--- src/rtl/mmu_regs_pkg.sv ---
package mmu_regs_pkg;

  localparam int DATA_W = 32;
  localparam int NREG   = 9;
  localparam int IDX_W  = $clog2(NREG);

  typedef enum logic [IDX_W-1:0] {
    RG_CTRL  = 4'd0,
    RG_PTEHI = 4'd1,
    RG_PTELO = 4'd2,
    RG_ASSIST= 4'd3,
    RG_TTB   = 4'd4,
    RG_FADDR = 4'd5,
    RG_TRAP  = 4'd6,
    RG_EXCEV = 4'd7,
    RG_IRQEV = 4'd8
  } reg_id_e;

  localparam int ASSIST_W = 4;
  localparam int CODE_W   = 11;

  // Bits kept on a write, per register slot.
  function automatic logic [DATA_W-1:0] keep_mask(input int idx);
    logic [DATA_W-1:0] m;
    case (idx)
      int'(RG_ASSIST): m = DATA_W'((64'd1 << ASSIST_W) - 64'd1);
      int'(RG_TRAP),
      int'(RG_EXCEV),
      int'(RG_IRQEV):  m = DATA_W'((64'd1 << CODE_W) - 64'd1);
      default:         m = '1;
    endcase
    return m;
  endfunction

endpackage

--- src/rtl/mmu_reg_decode.sv ---
module mmu_reg_decode
  import mmu_regs_pkg::*;
#(
  parameter int ADDR_W = 8
) (
  input  logic [ADDR_W-1:0] addr,
  output logic              hit,
  output logic [IDX_W-1:0]  idx
);
  localparam int WORD_W = ADDR_W - 2;

  logic [WORD_W-1:0] word;

  always_comb begin
    word = addr[ADDR_W-1:2];
    hit  = (addr[1:0] == 2'b00) && (int'(word) < NREG);
    idx  = hit ? word[IDX_W-1:0] : '0;
  end
endmodule

--- src/rtl/mmu_reg_bank.sv ---
module mmu_reg_bank
  import mmu_regs_pkg::*;
#(
  parameter int INVAL_BIT = 2,
  parameter int ASID_W    = 8
) (
  input  logic              clk,
  input  logic              rst_n,
  input  logic              wr_en,
  input  logic [IDX_W-1:0]  wr_idx,
  input  logic [DATA_W-1:0] wr_data,
  input  logic [IDX_W-1:0]  rd_idx,
  output logic [DATA_W-1:0] rd_data,
  output logic [ASID_W-1:0] asid_q,
  output logic [DATA_W-1:0] ctrl_q
);
  logic [DATA_W-1:0] slot_q [NREG];

  for (genvar i = 0; i < NREG; i++) begin : g_slot
    localparam logic [DATA_W-1:0] INVAL_CLR =
      (i == int'(RG_CTRL)) ? ~(DATA_W'(1) << INVAL_BIT) : '1;
    localparam logic [DATA_W-1:0] KEEP = keep_mask(i) & INVAL_CLR;

    logic [DATA_W-1:0] r_q;

    always_ff @(posedge clk) begin
      if (!rst_n) begin
        r_q <= '0;
      end else if (wr_en && (wr_idx == IDX_W'(i))) begin
        r_q <= wr_data & KEEP;
      end
    end

    assign slot_q[i] = r_q;
  end

  always_comb begin
    rd_data = '0;
    for (int k = 0; k < NREG; k++) begin
      if (rd_idx == IDX_W'(k)) rd_data = slot_q[k];
    end
  end

  assign asid_q = slot_q[int'(RG_PTEHI)][ASID_W-1:0];
  assign ctrl_q = slot_q[int'(RG_CTRL)];
endmodule

--- src/rtl/mmu_tlb_pulse.sv ---
module mmu_tlb_pulse
  import mmu_regs_pkg::*;
#(
  parameter int INVAL_BIT = 2,
  parameter int ASID_W    = 8
) (
  input  logic              wr_en,
  input  logic [IDX_W-1:0]  wr_idx,
  input  logic [DATA_W-1:0] wr_data,
  input  logic [ASID_W-1:0] asid_q,
  output logic              inval,
  output logic              flush
);
  always_comb begin
    inval = wr_en && (wr_idx == RG_CTRL) && wr_data[INVAL_BIT];
    flush = wr_en && (wr_idx == RG_PTEHI) &&
            (wr_data[ASID_W-1:0] != asid_q);
  end
endmodule

--- src/rtl/mmu_exc_regfile.sv ---
module mmu_exc_regfile
  import mmu_regs_pkg::*;
#(
  parameter int ADDR_W    = 8,
  parameter int INVAL_BIT = 2,
  parameter int ASID_W    = 8
) (
  input  logic              clk,
  input  logic              rst_n,
  input  logic              req_valid,
  output logic              req_ready,
  input  logic              req_write,
  input  logic [ADDR_W-1:0] req_addr,
  input  logic [DATA_W-1:0] req_wdata,
  output logic              rsp_valid,
  input  logic              rsp_ready,
  output logic [DATA_W-1:0] rsp_rdata,
  output logic              rsp_err,
  output logic              tlb_inval_o,
  output logic              tlb_flush_o,
  output logic              bus_err_o
);
  logic              hit;
  logic [IDX_W-1:0]  idx;
  logic              accept;
  logic              wr_en;
  logic [DATA_W-1:0] rd_data;
  logic [ASID_W-1:0] asid_q;
  logic [DATA_W-1:0] ctrl_q;

  mmu_reg_decode #(.ADDR_W(ADDR_W)) u_dec (
    .addr (req_addr),
    .hit  (hit),
    .idx  (idx)
  );

  assign req_ready = !rsp_valid || rsp_ready;
  assign accept    = req_valid && req_ready;
  assign wr_en     = accept && req_write && hit;
  assign bus_err_o = accept && !hit;

  mmu_reg_bank #(.INVAL_BIT(INVAL_BIT), .ASID_W(ASID_W)) u_bank (
    .clk     (clk),
    .rst_n   (rst_n),
    .wr_en   (wr_en),
    .wr_idx  (idx),
    .wr_data (req_wdata),
    .rd_idx  (idx),
    .rd_data (rd_data),
    .asid_q  (asid_q),
    .ctrl_q  (ctrl_q)
  );

  mmu_tlb_pulse #(.INVAL_BIT(INVAL_BIT), .ASID_W(ASID_W)) u_pulse (
    .wr_en   (wr_en),
    .wr_idx  (idx),
    .wr_data (req_wdata),
    .asid_q  (asid_q),
    .inval   (tlb_inval_o),
    .flush   (tlb_flush_o)
  );

  always_ff @(posedge clk) begin
    if (!rst_n) begin
      rsp_valid <= 1'b0;
      rsp_rdata <= '0;
      rsp_err   <= 1'b0;
    end else if (accept) begin
      rsp_valid <= 1'b1;
      rsp_rdata <= (!req_write && hit) ? rd_data : '0;
      rsp_err   <= !hit;
    end else if (rsp_ready) begin
      rsp_valid <= 1'b0;
    end
  end


  rsp_hold_chk: assert property (@(posedge clk) disable iff (!rst_n)
    rsp_valid && !rsp_ready |=> rsp_valid && $stable(rsp_rdata) && $stable(rsp_err));


  req_block_chk: assert property (@(posedge clk) disable iff (!rst_n)
    rsp_valid && !rsp_ready |-> !req_ready);


  rsp_follow_chk: assert property (@(posedge clk) disable iff (!rst_n)
    req_valid && req_ready |=> rsp_valid);


  err_quiet_chk: assert property (@(posedge clk) disable iff (!rst_n)
    bus_err_o |-> !tlb_inval_o && !tlb_flush_o);


  flush_asid_chk: assert property (@(posedge clk) disable iff (!rst_n)
    tlb_flush_o |=> asid_q != $past(asid_q));


  inval_clear_chk: assert property (@(posedge clk) disable iff (!rst_n)
    tlb_inval_o |=> !ctrl_q[INVAL_BIT]);


  pulse_excl_chk: assert property (@(posedge clk) disable iff (!rst_n)
    $onehot0({tlb_inval_o, tlb_flush_o}));
endmodule

--- config.mk ---
export PLATFORM = sky130hd
export DESIGN_NAME = mmu_exc_regfile
export DESIGN_NICKNAME = d
export VERILOG_FILES = /design/src/rtl/mmu_regs_pkg.sv /design/src/rtl/mmu_reg_decode.sv /design/src/rtl/mmu_reg_bank.sv /design/src/rtl/mmu_tlb_pulse.sv /design/src/rtl/mmu_exc_regfile.sv
export SDC_FILE = /design/constraint.sdc
export NUM_CORES = 1
export LEC_CHECK = 0
export ABC_AREA = 1
export BUFFER_PORTS_ARGS = -buffer_cell sky130_fd_sc_hd__buf_2
export CORE_ASPECT_RATIO = 1.5
export CORE_UTILIZATION = 45
export CTS_CLUSTER_DIAMETER = 40
export DETAILED_ROUTE_END_ITERATION = 10
export GPL_TIMING_DRIVEN = 0
export SLEW_MARGIN = 20
export SYNTH_ARGS = -nofsm -noshare
export SYNTH_HDL_FRONTEND = slang
export SYNTH_HIERARCHICAL = 1
export SYNTH_SLANG_ARGS = --single-unit
--- constraint.sdc ---
create_clock -name clk -period 2.85 [get_ports clk]
set_input_delay 0.285 -clock clk [delete_from_list [all_inputs] [get_ports clk]]
set_output_delay 0.285 -clock clk [all_outputs]
set_load 0.01 [all_outputs]
==> results of run 1 <==
[metal layers]
| metal | track usage (%) | vias to the layer above |
|---|---|---|
| met5 | 0 | - |
| met2 | 50.2 | 292 |
| met3 | 3.56 | 77 |
| met4 | 12.3 | 0 |
| met1 | 31.2 | 4471 |
| li1 | - | 4951 |
[cell type report]
type,instances,area [µm²],area share (%)
clock inverter,12,161,1.37
clock buffer,35,747,6.34
sequential,230,4600,39.1
multi-input combinational,1022,4510,38.2
timing repair buffer,78,390,3.31
tap,272,340,2.89
buffer,106,529,4.49
inverter,135,507,4.30
[critical path, cell delays in order (launching register included)]
cell and delay [ns]:
dfxtp_1 0.33, nand2_4 0.10, nand2_4 0.13, buf_6 0.18, nor3_4 0.40, nand2_1 0.18
nor2_2 0.31, inv_1 0.17, buf_1 0.35, nor2_1 0.18, nor2_1 0.06
[power groups by stage]
stage / clock network [mW] / logic, mW / registers, mW
after CTS: 3.57 / 0.395 / 3.26
after detailed placement: 0 / 0.393 / 3.33
final: 3.50 / 0.392 / 3.26
after global placement: 0 / 0.392 / 3.33
after global routing: 3.71 / 0.440 / 3.27
after floorplan: 0 / 0.206 / 3.35
[state kept, by name, summed over array words and instances, names as in the netlist]
signal,count
rsp_valid,1
u_bank/g_slot.r_q,165
rsp_rdata,32
u_bank/ctrl_q,31
rsp_err,1
[path summary, 6_finish.rpt]
path | cells after the start | from | to | slack, ns
worst max-delay path | 10 | rsp_valid$_SDFFE_PN0P_ | u_bank/g_slot[1].r_q[3]$_SDFFE_PN0P_ | 0.33
worst min-delay path | 3 | rst_n | rsp_rdata[20]$_SDFFE_PN0P_ | 0.04
worst max register to register | 10 | rsp_valid$_SDFFE_PN0P_ | u_bank/g_slot[1].r_q[3]$_SDFFE_PN0P_ | 0.33
worst min register to register | 2 | u_bank/ctrl_q[6]$_SDFFE_PN0P_ | u_bank/ctrl_q[6]$_SDFFE_PN0P_ | 0.45
[what timing repair did]
item	CTS	global route
setup buffers	0	0
hold endpoints to repair	0	0
resized for setup	0	1
setup endpoints to repair	0	22
[through the flow]
stage | area [µm²] | hold slack [ns] | TNS, ns | power, mW
final | 11800 | 0.0361 | 0 | 7.16
after global placement | 10900 | 0.435 | -114.57 | 3.73
after CTS | 11800 | 0.0165 | 0 | 7.23
after floorplan | 10100 | 0.420 | 0 | 3.56
after detailed placement | 10900 | 0.441 | -33.76 | 3.73
after global routing | 11800 | 0.0295 | 0 | 7.41
==> impl_metrics.tcl, run 1 <==
set metrics [dict create \
    netlist_instances 1493 \
    max_slew.worst_pin.slew_ns 0.717 \
    status "completed" \
    dp_slack_ns -0.337 \
    max_freq_mhz 396 \
    final_net_count 1646 \
    drv_cap 0 \
    ctsHoldBuffers 0 \
    switching_share_pct 23.2 \
    finalCritPeriodShare_pct 88.6 \
    gp_congestion 0.859 \
    grt_antenna_before_repair 0 \
    power.density_mw_per_mm2 607 \
    drive_gt1_share_pct 12.7 \
    clk_latency_ns 0.54 \
    core_area_mm2 0.0219 \
    dr.max_layer_used "met4" \
    wl_met2_um 15800 \
    dp_hpwl_um 22800 \
    final_common_cell "nor2_1" \
    grt_max_degree 15 \
    grt_usage_pct 27.3 \
    p_sw_mw 1.66 \
    grt_pass1_vias 9209 \
    dieArea_mm2 0.0231 \
    start_util_pct 46.3 \
    first_iter_violations 761 \
    die_x_um 125 \
    overflow 0 \
    cts_tree "built" \
    finalHoldViolCount 0 \
    clock_skew_ns 0.0218 \
    critical_path_arrival_ns 2.95 \
    pwr-share-comb_pct 5.5 \
    drt-met1-wl_um 12400 \
    route.met3.wl_um 1740 \
    utilization_pct 53.9 \
    cts_made_buffers 28 \
    pwr-share-clk_pct 49.0 \
    io_buffer_count 78 \
    die_h_um 186 \
    drcViolationCount 0 \
    vdd_ir_drop_max_mv 0.533 \
    ant_nets 0 \
    cellLeakagePower_nw 5.32 \
    mostFrequentLayoutCells "380 x nor2_1, 230 x dfxtp_1, 197 x nand2_1" \
    final.fill_count 2250 \
    syn-num-nets 1538 \
    cts.sinks 230 \
    area_delta_synth_final_pct 16.3 \
    yosysWarnings 6 \
    syn_avg_cell_area_um2 6.79 \
    setup_ws_ns 0.326 \
    slew_headroom_pct 52.2 \
    clk_pin_slew_ns 0.06 \
    pin_count 83 \
    power_frac_seq_pct 45.6 \
    cp_max_fo 10 \
    antenna_cells 0 \
    rows 66 \
    clockBufferDepth 3 \
    viasPerCell 5.18 \
    finalNonFillerCells 1890 \
    drv_slew 0 \
    setup_viol 0 \
    crit_type "flop to flop" \
    grt_pass1_wl_um 49600 \
    p_int_mw 5.50 \
    critPathRequiredTime_ns 3.27 \
    crit_path_start_kind "flop" \
    htree_levels 1 \
    endpoint_kind "flop" \
    drt_pass1_iterations 5 \
    place_inst 1843 \
    vias 9791 \
    hold_class "input pin to flop" \
    rsz0062_at_grt "no" \
    avgRoutedWirePerCell_um 16.5 \
    syn-cell-area_mm2 0.0101 \
    cts-root-buf "clkbuf_16" \
    routed_wl_um 31200 \
    finalCriticalPeriod_ns 2.52 \
]
Note: power is estimated with default switching activity, not from simulation.
==> run 2, diff against run 1 <==
- ABC_AREA: 1 -> default
==> impl_metrics.tcl, run 2 <==
set metrics [dict create \
    pwr-share-clk_pct 53.0 \
    crit_path_start_kind "input pin" \
    grt_antenna_before_repair 0 \
    max_freq_mhz 365 \
    viasPerCell 5.44 \
    cts.sinks 230 \
    hold_ws_ns 0.0159 \
    pwr-share-comb_pct 4.3 \
    vias 9513 \
    finalHoldViolCount 0 \
    max_slew.worst_pin.slew_ns 0.917 \
    area_delta_synth_final_pct 17.8 \
    netlist_instances 1295 \
    drt_pass1_iterations 5 \
    dieArea_mm2 0.0248 \
    cpLargestDelayFamily "simple AND/OR/NAND/NOR gates" \
    clk_pin_slew_ns 0.06 \
    fin_area_mm2 0.0128 \
    final_net_count 1451 \
    dp_hpwl_um 24700 \
    slew_headroom_pct 38.9 \
    io_buffer_count 77 \
    htree_levels 1 \
    yosysWarnings 6 \
    setup_viol 0 \
    antenna_cells 0 \
    grt_pass1_wl_um 52600 \
    power.density_mw_per_mm2 587 \
    final.fill_count 2296 \
    endpoint_kind "flop" \
    slowest_delay_ns 0.59 \
    pin_count 83 \
    crit_chain "buf_2, or4_4, nor3b_4, buf_2, nand2b_1, buf_2, nor2_1, buf_2, a22oi_1, o21ai_0, nand3_1, o22ai_2" \
    place_area_mm2 0.0117 \
    tns_ns 0 \
    mostFrequentLayoutCells "380 x nand2_1, 230 x dfxtp_1, 150 x a21boi_1" \
    drv_cap 0 \
    cp_num_cells 12 \
    switching_share_pct 23.4 \
    grt_pass1_vias 9333 \
    critical_path_arrival_ns 3.22 \
    avgRoutedWirePerCell_um 19.8 \
    cp_max_fo 10 \
    r2r_setup_slack_ns 0.31 \
    cp_num_buf_inv 4 \
    power.total_mw 7.53 \
    status "completed" \
    ant_nets 0 \
    rows 69 \
    hold_class "input pin to flop" \
    first_iter_violations 513 \
    rsz0062_at_grt "yes" \
    die_h_um 192 \
    start_util_pct 45.8 \
    p_int_mw 5.77 \
    syn-cell-area_mm2 0.0109 \
    cts_made_buffers 30 \
    drive_gt1_share_pct 18.5 \
    syn-num-nets 1340 \
    place_inst 1691 \
    gp_congestion 0.883 \
    cellLeakagePower_nw 4.54 \
    syn_avg_cell_area_um2 8.40 \
    cp_slowest_cell "or4_4" \
    overflow 0 \
    vdd_ir_drop_max_mv 0.464 \
    clockBufferDepth 3 \
    p_sw_mw 1.77 \
    path_common_cell "buf_2" \
    routed_wl_um 34600 \
    cts-root-buf "clkbuf_16" \
    cts_tree "built" \
    grt_usage_pct 28.3 \
    die_x_um 129 \
    grt_max_degree 16 \
    clock_skew_ns 0.0108 \
    finalNonFillerCells 1749 \
    finalCriticalPeriod_ns 2.74 \
    crit_type "input pin to flop" \
    utilization_pct 54.0 \
    dp_slack_ns -1.01 \
    largest_register_ffs 165 \
    power_frac_seq_pct 42.7 \
    clk_latency_ns 0.55 \
    setup_ws_ns 0.110 \
    core_area_mm2 0.0237 \
    drv_slew 0 \
    min_delay_path_depth 3 \
    final_common_cell "nand2_1" \
    finalCritPeriodShare_pct 96.1 \
    top_register "u_bank/g_slot.r_q" \
    critPathRequiredTime_ns 3.33 \
    drcViolationCount 0 \
    rr_worst_depth 9 \
]
## run 2: cell type report
type                    instances  area (µm²)  area share, %
plain buffers                 130         703           5.48
clock buffers                  35         810           6.31
clock inverters                21         265           2.07
inverters                       5        21.3          0.166
multi-input cells             928        5600           43.7
flip-flops and latches        230        4600           35.9
well taps                     319         399           3.11
repair buffers                 81         418           3.26
## run 2: worst paths after layout
kind                                       start                                    end
setup / recovery                     req_addr[1]             rsp_rdata[11]$_SDFFE_PN0P_
hold / removal                     req_wdata[23]  u_bank/g_slot[4].r_q[23]$_SDFFE_PN0P_
setup reg to reg          rsp_valid$_SDFFE_PN0P_  u_bank/g_slot[2].r_q[10]$_SDFFE_PN0P_
hold reg to reg   u_bank/ctrl_q[27]$_SDFFE_PN0P_         u_bank/ctrl_q[27]$_SDFFE_PN0P_
## run 2: what timing repair did
item / 4_1_cts / 5_1_grt
buffers inserted: 0 / 3
hold endpoints to repair: 1 / 0
resized for setup: 11 / 3
cloned: 0 / 0
endpoints found under the setup margin: 33 / 11
hold buffers: 1 / 0
## run 2: power groups by stage
stage	Sequential [mW]	Clock, mW	Combinational (mW)
2_1_floorplan	3.29	0	0.167
3_3_place_gp	3.29	0	0.313
3_5_place_dp	3.29	0	0.314
4_1_cts	3.22	4.05	0.317
5_1_grt	3.22	4.20	0.340
6_report	3.22	3.99	0.321
## run 2: worst min-delay path, stage by stage
cell and delay (ns):
buf_2 0.13, nand2_1 0.06, a21boi_1 0.05
## run 2: layer usage
| layer | vias to the layer above | part of all wire, % | GRT usage (%) |
|---|---|---|---|
| met1 | 4528 | 39 | 32.1 |
| met2 | 283 | 50 | 50.2 |
| li1 | 4619 | - | - |
| met5 | - | 0 | 0 |
| met3 | 83 | 5.1 | 4.32 |
| met4 | 0 | 5.3 | 16.0 |
